### src/rtl/qdac_serial_dec.sv
module qdac_serial_dec #(
  parameter int DATA_W      = 16,
  parameter int CMD_W       = 4,
  parameter int SYNC_STAGES = 2
) (
  input  logic              clk,
  input  logic              rst_n,
  input  logic              sclk,
  input  logic              sdin,
  input  logic              sync_n,
  input  logic              ldac_n,
  input  logic              rstsel,
  output logic [DATA_W-1:0] dac_a,
  output logic [DATA_W-1:0] dac_b,
  output logic [DATA_W-1:0] dac_c,
  output logic [DATA_W-1:0] dac_d
);
  localparam int NCH     = 4;
  localparam int FRAME_W = CMD_W + NCH + DATA_W;
  localparam int CNT_W   = $clog2(FRAME_W + 2);
  localparam logic [CNT_W-1:0] CNT_FULL = CNT_W'(FRAME_W);
  localparam logic [CNT_W-1:0] CNT_SAT  = CNT_W'(FRAME_W + 1);

  localparam logic [CMD_W-1:0] OP_WRIN  = CMD_W'(1);
  localparam logic [CMD_W-1:0] OP_UPD   = CMD_W'(2);
  localparam logic [CMD_W-1:0] OP_WRUPD = CMD_W'(3);
  localparam logic [CMD_W-1:0] OP_SWRST = CMD_W'(6);

  logic [SYNC_STAGES-1:0] sclk_s, sdin_s, sync_s, ldac_s;
  logic                   sclk_d, sync_d, ldac_d;
  logic                   sclk_l, sdin_l, sync_l, ldac_l;
  logic                   sclk_fall, sync_fall, sync_rise, ldac_fall, shift_en;
  logic [FRAME_W-1:0]     shreg;
  logic [CNT_W-1:0]       bit_cnt, cnt_base;
  logic                   frame_go;
  logic [CMD_W-1:0]       op;
  logic [NCH-1:0]         chmask;
  logic [DATA_W-1:0]      code, rst_code;
  logic [NCH-1:0][DATA_W-1:0] in_q, in_nxt, dac_q;
  logic [NCH-1:0]         dac_hit;

  always_ff @(posedge clk) begin
    if (!rst_n) begin
      sclk_s <= '1;
      sdin_s <= '0;
      sync_s <= '1;
      ldac_s <= '1;
      sclk_d <= 1'b1;
      sync_d <= 1'b1;
      ldac_d <= 1'b1;
    end else begin
      sclk_s <= {sclk_s[SYNC_STAGES-2:0], sclk};
      sdin_s <= {sdin_s[SYNC_STAGES-2:0], sdin};
      sync_s <= {sync_s[SYNC_STAGES-2:0], sync_n};
      ldac_s <= {ldac_s[SYNC_STAGES-2:0], ldac_n};
      sclk_d <= sclk_l;
      sync_d <= sync_l;
      ldac_d <= ldac_l;
    end
  end

  assign sclk_l    = sclk_s[SYNC_STAGES-1];
  assign sdin_l    = sdin_s[SYNC_STAGES-1];
  assign sync_l    = sync_s[SYNC_STAGES-1];
  assign ldac_l    = ldac_s[SYNC_STAGES-1];
  assign sclk_fall = sclk_d & ~sclk_l;
  assign sync_fall = sync_d & ~sync_l;
  assign sync_rise = ~sync_d & sync_l;
  assign ldac_fall = ldac_d & ~ldac_l;
  assign shift_en  = sclk_fall & ~sync_l;
  assign cnt_base  = sync_fall ? '0 : bit_cnt;

  always_ff @(posedge clk) begin
    if (!rst_n) begin
      shreg   <= '0;
      bit_cnt <= '0;
    end else begin
      if (shift_en) shreg <= {shreg[FRAME_W-2:0], sdin_l};
      if (shift_en && cnt_base != CNT_SAT) bit_cnt <= cnt_base + 1'b1;
      else                                  bit_cnt <= cnt_base;
    end
  end

  assign frame_go = sync_rise && (bit_cnt == CNT_FULL);
  assign op       = shreg[FRAME_W-1 -: CMD_W];
  assign chmask   = shreg[DATA_W +: NCH];
  assign code     = shreg[DATA_W-1:0];
  assign rst_code = rstsel ? {1'b1, {(DATA_W-1){1'b0}}} : '0;

  for (genvar g = 0; g < NCH; g++) begin : g_ch
    assign in_nxt[g] = (frame_go && chmask[g] && (op == OP_WRIN || op == OP_WRUPD))
                       ? code : in_q[g];
    assign dac_hit[g] = frame_go && chmask[g] &&
                        (op == OP_UPD || op == OP_WRUPD || (op == OP_WRIN && !ldac_l));
  end

  always_ff @(posedge clk) begin
    if (!rst_n) begin
      in_q  <= {NCH{rst_code}};
      dac_q <= {NCH{rst_code}};
    end else if (frame_go && op == OP_SWRST) begin
      in_q  <= {NCH{rst_code}};
      dac_q <= {NCH{rst_code}};
    end else begin
      in_q <= in_nxt;
      for (int i = 0; i < NCH; i++)
        if (ldac_fall || dac_hit[i]) dac_q[i] <= in_nxt[i];
    end
  end

  assign dac_a = dac_q[0];
  assign dac_b = dac_q[1];
  assign dac_c = dac_q[2];
  assign dac_d = dac_q[3];
endmodule

### config.mk
export PLATFORM = sky130hd
export DESIGN_NAME = qdac_serial_dec
export DESIGN_NICKNAME = d
export VERILOG_FILES = /design/src/rtl/qdac_serial_dec.sv
export SDC_FILE = /design/constraint.sdc
export NUM_CORES = 1
export LEC_CHECK = 0
export BUFFER_PORTS_ARGS = -buffer_cell sky130_fd_sc_hd__buf_2
export CAP_MARGIN = 20
export CORE_UTILIZATION = 40
export CTS_CLUSTER_DIAMETER = 30
export CTS_CLUSTER_SIZE = 8
export DETAILED_ROUTE_END_ITERATION = 8
export SYNTH_ARGS = -nofsm -noshare
export SYNTH_HDL_FRONTEND = slang
export SYNTH_SLANG_ARGS = --single-unit
### constraint.sdc
create_clock -name clk -period 2.15 [get_ports clk]
set_input_delay 0.1075 -clock clk [delete_from_list [all_inputs] [get_ports clk]]
set_output_delay 0.1075 -clock clk [all_outputs]
set_load 0.02 [all_outputs]
==> run summary <==
The path class of the tightest hold or removal check is input port to flip-flop. The relative slew slack is 0.670. The layout has 1206 filler cells. The initial antenna violation count is 0, and the depth of the most critical reg-to-reg path is 5. The logs give 3432 for the via count of the first global-routing pass and 0 for the max-slew violation count. Across the run, the number of max-cap violations was 0. Entering global routing, the biggest net connects 46 pins. Relative to the synthesized area, the layout overhead comes to 22.2%.

The synthesized area per cell was 13.0 sq um. The run gives 11900 microns as the sum of routed wire length over all layers. In this run the remaining antenna-violating nets after routing total 0.

Total half-perimeter wirelength after legalization and detailed placement: 7520 microns. The library cell with the highest instance count after synthesis is sky130_fd_sc_hd__dfxtp_1. The tools report the count of nets after finishing as 544.

Synthesis produced a netlist whose cell count is 448. The setup slack of the worst register-to-register path is 110 ps, and the number of cells on the worst hold path is 3. Ranked by instance count, the synthesized netlist is headed by sky130_fd_sc_hd__dfxtp_1, sky130_fd_sc_hd__edfxtp_1, sky130_fd_sc_hd__mux2i_1, sky130_fd_sc_hd__nor2_1, sky130_fd_sc_hd__nand2_1. For the worst-skew pair, the clock arrives at the later sink with an insertion delay of 420 ps. VDD sags by at most 0.000550 V. The run gives 0 as the total setup violations reported at the end of the flow.

Static power due to leakage: 3.24 nW. The run gives 71 as the I/O pin count. Counting along the longest clock path gives a buffer depth of 2.

Port buffering added 70 buffers. The floorplan step set the die width to 123 microns. The tools report the number of buffers inserted during clock tree synthesis as 17. The endpoint type of the worst setup path was a flip-flop. The number of enable flip-flop cells after synthesis is 64, and the cell-internal power is 0.00548 W. The worst setup path is launched from a flip-flop.

The average vias per placed instance is 4.85, and the area of the core is 14000 sq um. By startpoint and endpoint, the worst setup path is classified as flip-flop to flip-flop. Number of H-tree branching levels: 4. Data on the critical path arrives at its endpoint at 2170 ps. After global routing the overflow that remains totals 0.

For this run, the top clock speed supported by timing is 490 MHz. The final antenna diode count came out at 0. The run finished with clean final reports. Portion of total power attributed to combinational logic: 0.040. The part of the power in the clock network came out at 0.468. The logs give 0 for the number of failing hold endpoints at the final stage and 70.4 ps for the worst hold margin. The cell type with the largest total area after synthesis is sky130_fd_sc_hd__dfxtp_1. At the end of routability-driven placement, the weighted congestion stood at 0.750. In this run the critical register-to-register path is launched from sync_d. Counting every sink on the clock net gives 168. The first detailed-routing pass ran for 4 iterations.

The routed wire length per instance came out at 16.4 microns. The die covers 15000 sq um. The share of the clock period used by the worst path after layout came out at 0.949. The count of state elements after synthesis was 168.

The endpoint identified for the worst register-to-register timing path is dac_b[13]. The starting utilization of the core area is 0.414. The fraction of synthesized cell area taken by the top area cell type came out at 0.358.

The CTS clock-pin slew for the worst setup and hold paths is 60 ps, and the total DRC errors in the routed layout is 0. For this run, the leading register cell type out of synthesis is sky130_fd_sc_hd__dfxtp_1. The tools report the sequential share of the synthesized area as 0.688. The cell area that synthesis handed to floorplanning was 5820 sq um.

The fraction of power spent switching nets is 0.206. The transition time of the tightest slew-check pin works out to 494 ps. The height of the die is 123 microns, and the required time of the critical path is 2280 ps. The largest fanout of any net on the critical path works out to 16. The clock root buffer master is sky130_fd_sc_hd__clkbuf_16. The Yosys step of the flow raised 0 warnings. Summed over all nets, the switching power comes to 0.00143 W.

For this block, the initial DRC count from the detailed router was 212. The unique cell type count in the Yosys netlist came out at 36. Summed over all failing endpoints, the final setup total negative slack is 0 ps. The run gives 0.174 as the total global routing track utilization. The worst hold path terminates at in_q[63].

By area the synthesized netlist is led by sky130_fd_sc_hd__dfxtp_1, sky130_fd_sc_hd__edfxtp_1, sky130_fd_sc_hd__mux2i_1, sky130_fd_sc_hd__nor2_1, sky130_fd_sc_hd__nand2_1. The tools report the critical hold path startpoint as rstsel. The final critical delay including setup and external delays is 2040 ps, and the total nets after synthesis is 457. The clock arrives with 7.33 ps of skew. For this design the ratio of total power to cell area is 972 nW/um^2. The first global-routing pass estimated 18800 microns of wire. The sequential group share of total power was 0.492. The share of async-settable or async-resettable flops after synthesis was 0. Setup repair after global routing left no endpoint under its margin. The total vias in the final route was 3531; the ratio of cells with drive above 1 in the final layout was 0.243.

For the row count, the log shows 43. TritonCTS built the clock tree.
-- worst max-delay path, stage by stage, from the launching register on --
cell and delay, ps:
sky130_fd_sc_hd__dfxtp_1 350, sky130_fd_sc_hd__or4b_4 590, sky130_fd_sc_hd__o31ai_4 340, sky130_fd_sc_hd__a21o_2 180, sky130_fd_sc_hd__a21o_2 120, sky130_fd_sc_hd__buf_12 160
-- worst max-delay path by stage --
stage / end / slack (ps) / start / cells after the start
6_report: dac_b[13] / 110 / sync_d / 5
5_1_grt: dac_a[5] / 40 / bit_cnt[1] / 5
4_1_cts: dac_b[3] / 80 / sync_s[1] / 5
3_5_place_dp: dac_b[13] / 110 / sync_s[1] / 5
3_3_place_gp: dac_b[13] / 150 / sync_s[1] / 5
2_1_floorplan: dac_a[0] / 60 / sync_d / 4
-- placed cells by master, fill, tap and decap left out, drive strengths merged, types with 2 or more instances in the layout --
master / synthesis / final
nor2b: 2 / 2
ha: 2 / 2
and4bb: 2 / 2
dfxtp: 104 / 104
nor2: 64 / 64
edfxtp: 64 / 64
inv: 4 / 6
a21oi: 30 / 30
bufinv: 0 / 4
nand2: 51 / 51
clkinv: 0 / 5
buf: 10 / 84
and2: 3 / 3
xnor2: 2 / 2
nand2b: 8 / 8
clkbuf: 11 / 19
nand4: 5 / 5
dlygate4sd3: 0 / 5
clkinvlp: 0 / 2
a21o: 5 / 5
mux2i: 64 / 64
-- kinds of logic (layout without fill, tap and decap cells) --
family | Yosys count | after routing | synth area share
compound gates | 40 | 40 | 0.0430
xor+xnor | 3 | 3 | 0.00452
fa+ha+maj | 2 | 2 | 0.00430
buf+inv | 25 | 125 | 0.0290
flops | 168 | 168 | 0.688
mux | 65 | 65 | 0.112
simple gates | 145 | 145 | 0.119
-- repair_timing --
| action | 4_1_cts | 5_1_grt |
|---|---|---|
| hold buffers | 5 | 0 |
| setup buffers | 0 | 0 |
| hold endpoints to repair | 5 | 0 |
| resized for setup | 0 | 1 |
| endpoints found under the setup margin | 0 | 42 |
-- power groups by stage --
stage | clock network, W | logic (W) | registers [W]
floorplan | 0 | 0.0000861 | 0.00354
global placement | 0 | 0.000270 | 0.00347
detailed placement | 0 | 0.000273 | 0.00347
CTS | 0.00329 | 0.000279 | 0.00340
global route | 0.00344 | 0.000298 | 0.00341
finish | 0.00323 | 0.000275 | 0.00340
-- per-layer routing --
metal  vias to the layer above  track usage  share of wire
met2                        96        0.270           0.47
met5                         -            0              0
met3                        14       0.0488          0.051
li1                       1728            -              -
met4                         0       0.0755          0.017
met1                      1693        0.227           0.46
-- layout make-up --
cell class	instances	area, sq um	share of cell area
clock buffers	19	453	0.0637
clock inverters	13	191	0.0269
inverters	4	15.0	0.00211
multi-input cells	255	1650	0.232
flip-flops and latches	168	4010	0.563
well taps	180	225	0.0317
repair buffers	89	568	0.0799
-- registers in the layout, summed over array words and instances, names as in the netlist --
signal   flops
ldac_d       1
sclk_s       2
sync_s       2
bit_cnt      5
dac_c       16
sync_d       1
ldac_s       2
sdin_s       2
dac_d       16
dac_a       16
in_q        64
dac_b       16
shreg       24
sclk_d       1
-- metrics by stage --
| stage | instances | worst slack [ps] | util | cell area, sq um | total power (W) |
|---|---|---|---|---|---|
| 6_report | 728 | 109 | 0.506 | 7110 | 0.00691 |
| 5_1_grt | 728 | 44.4 | 0.506 | 7110 | 0.00714 |
| 4_1_cts | 728 | 76.9 | 0.506 | 7110 | 0.00698 |
| 3_5_place_dp | 691 | 107 | 0.457 | 6410 | 0.00374 |
| 3_3_place_gp | 691 | 149 | 0.457 | 6410 | 0.00374 |
| 2_1_floorplan | 448 | 57.9 | - | 5820 | 0.00363 |
Note: power is estimated with default switching activity, not from simulation.
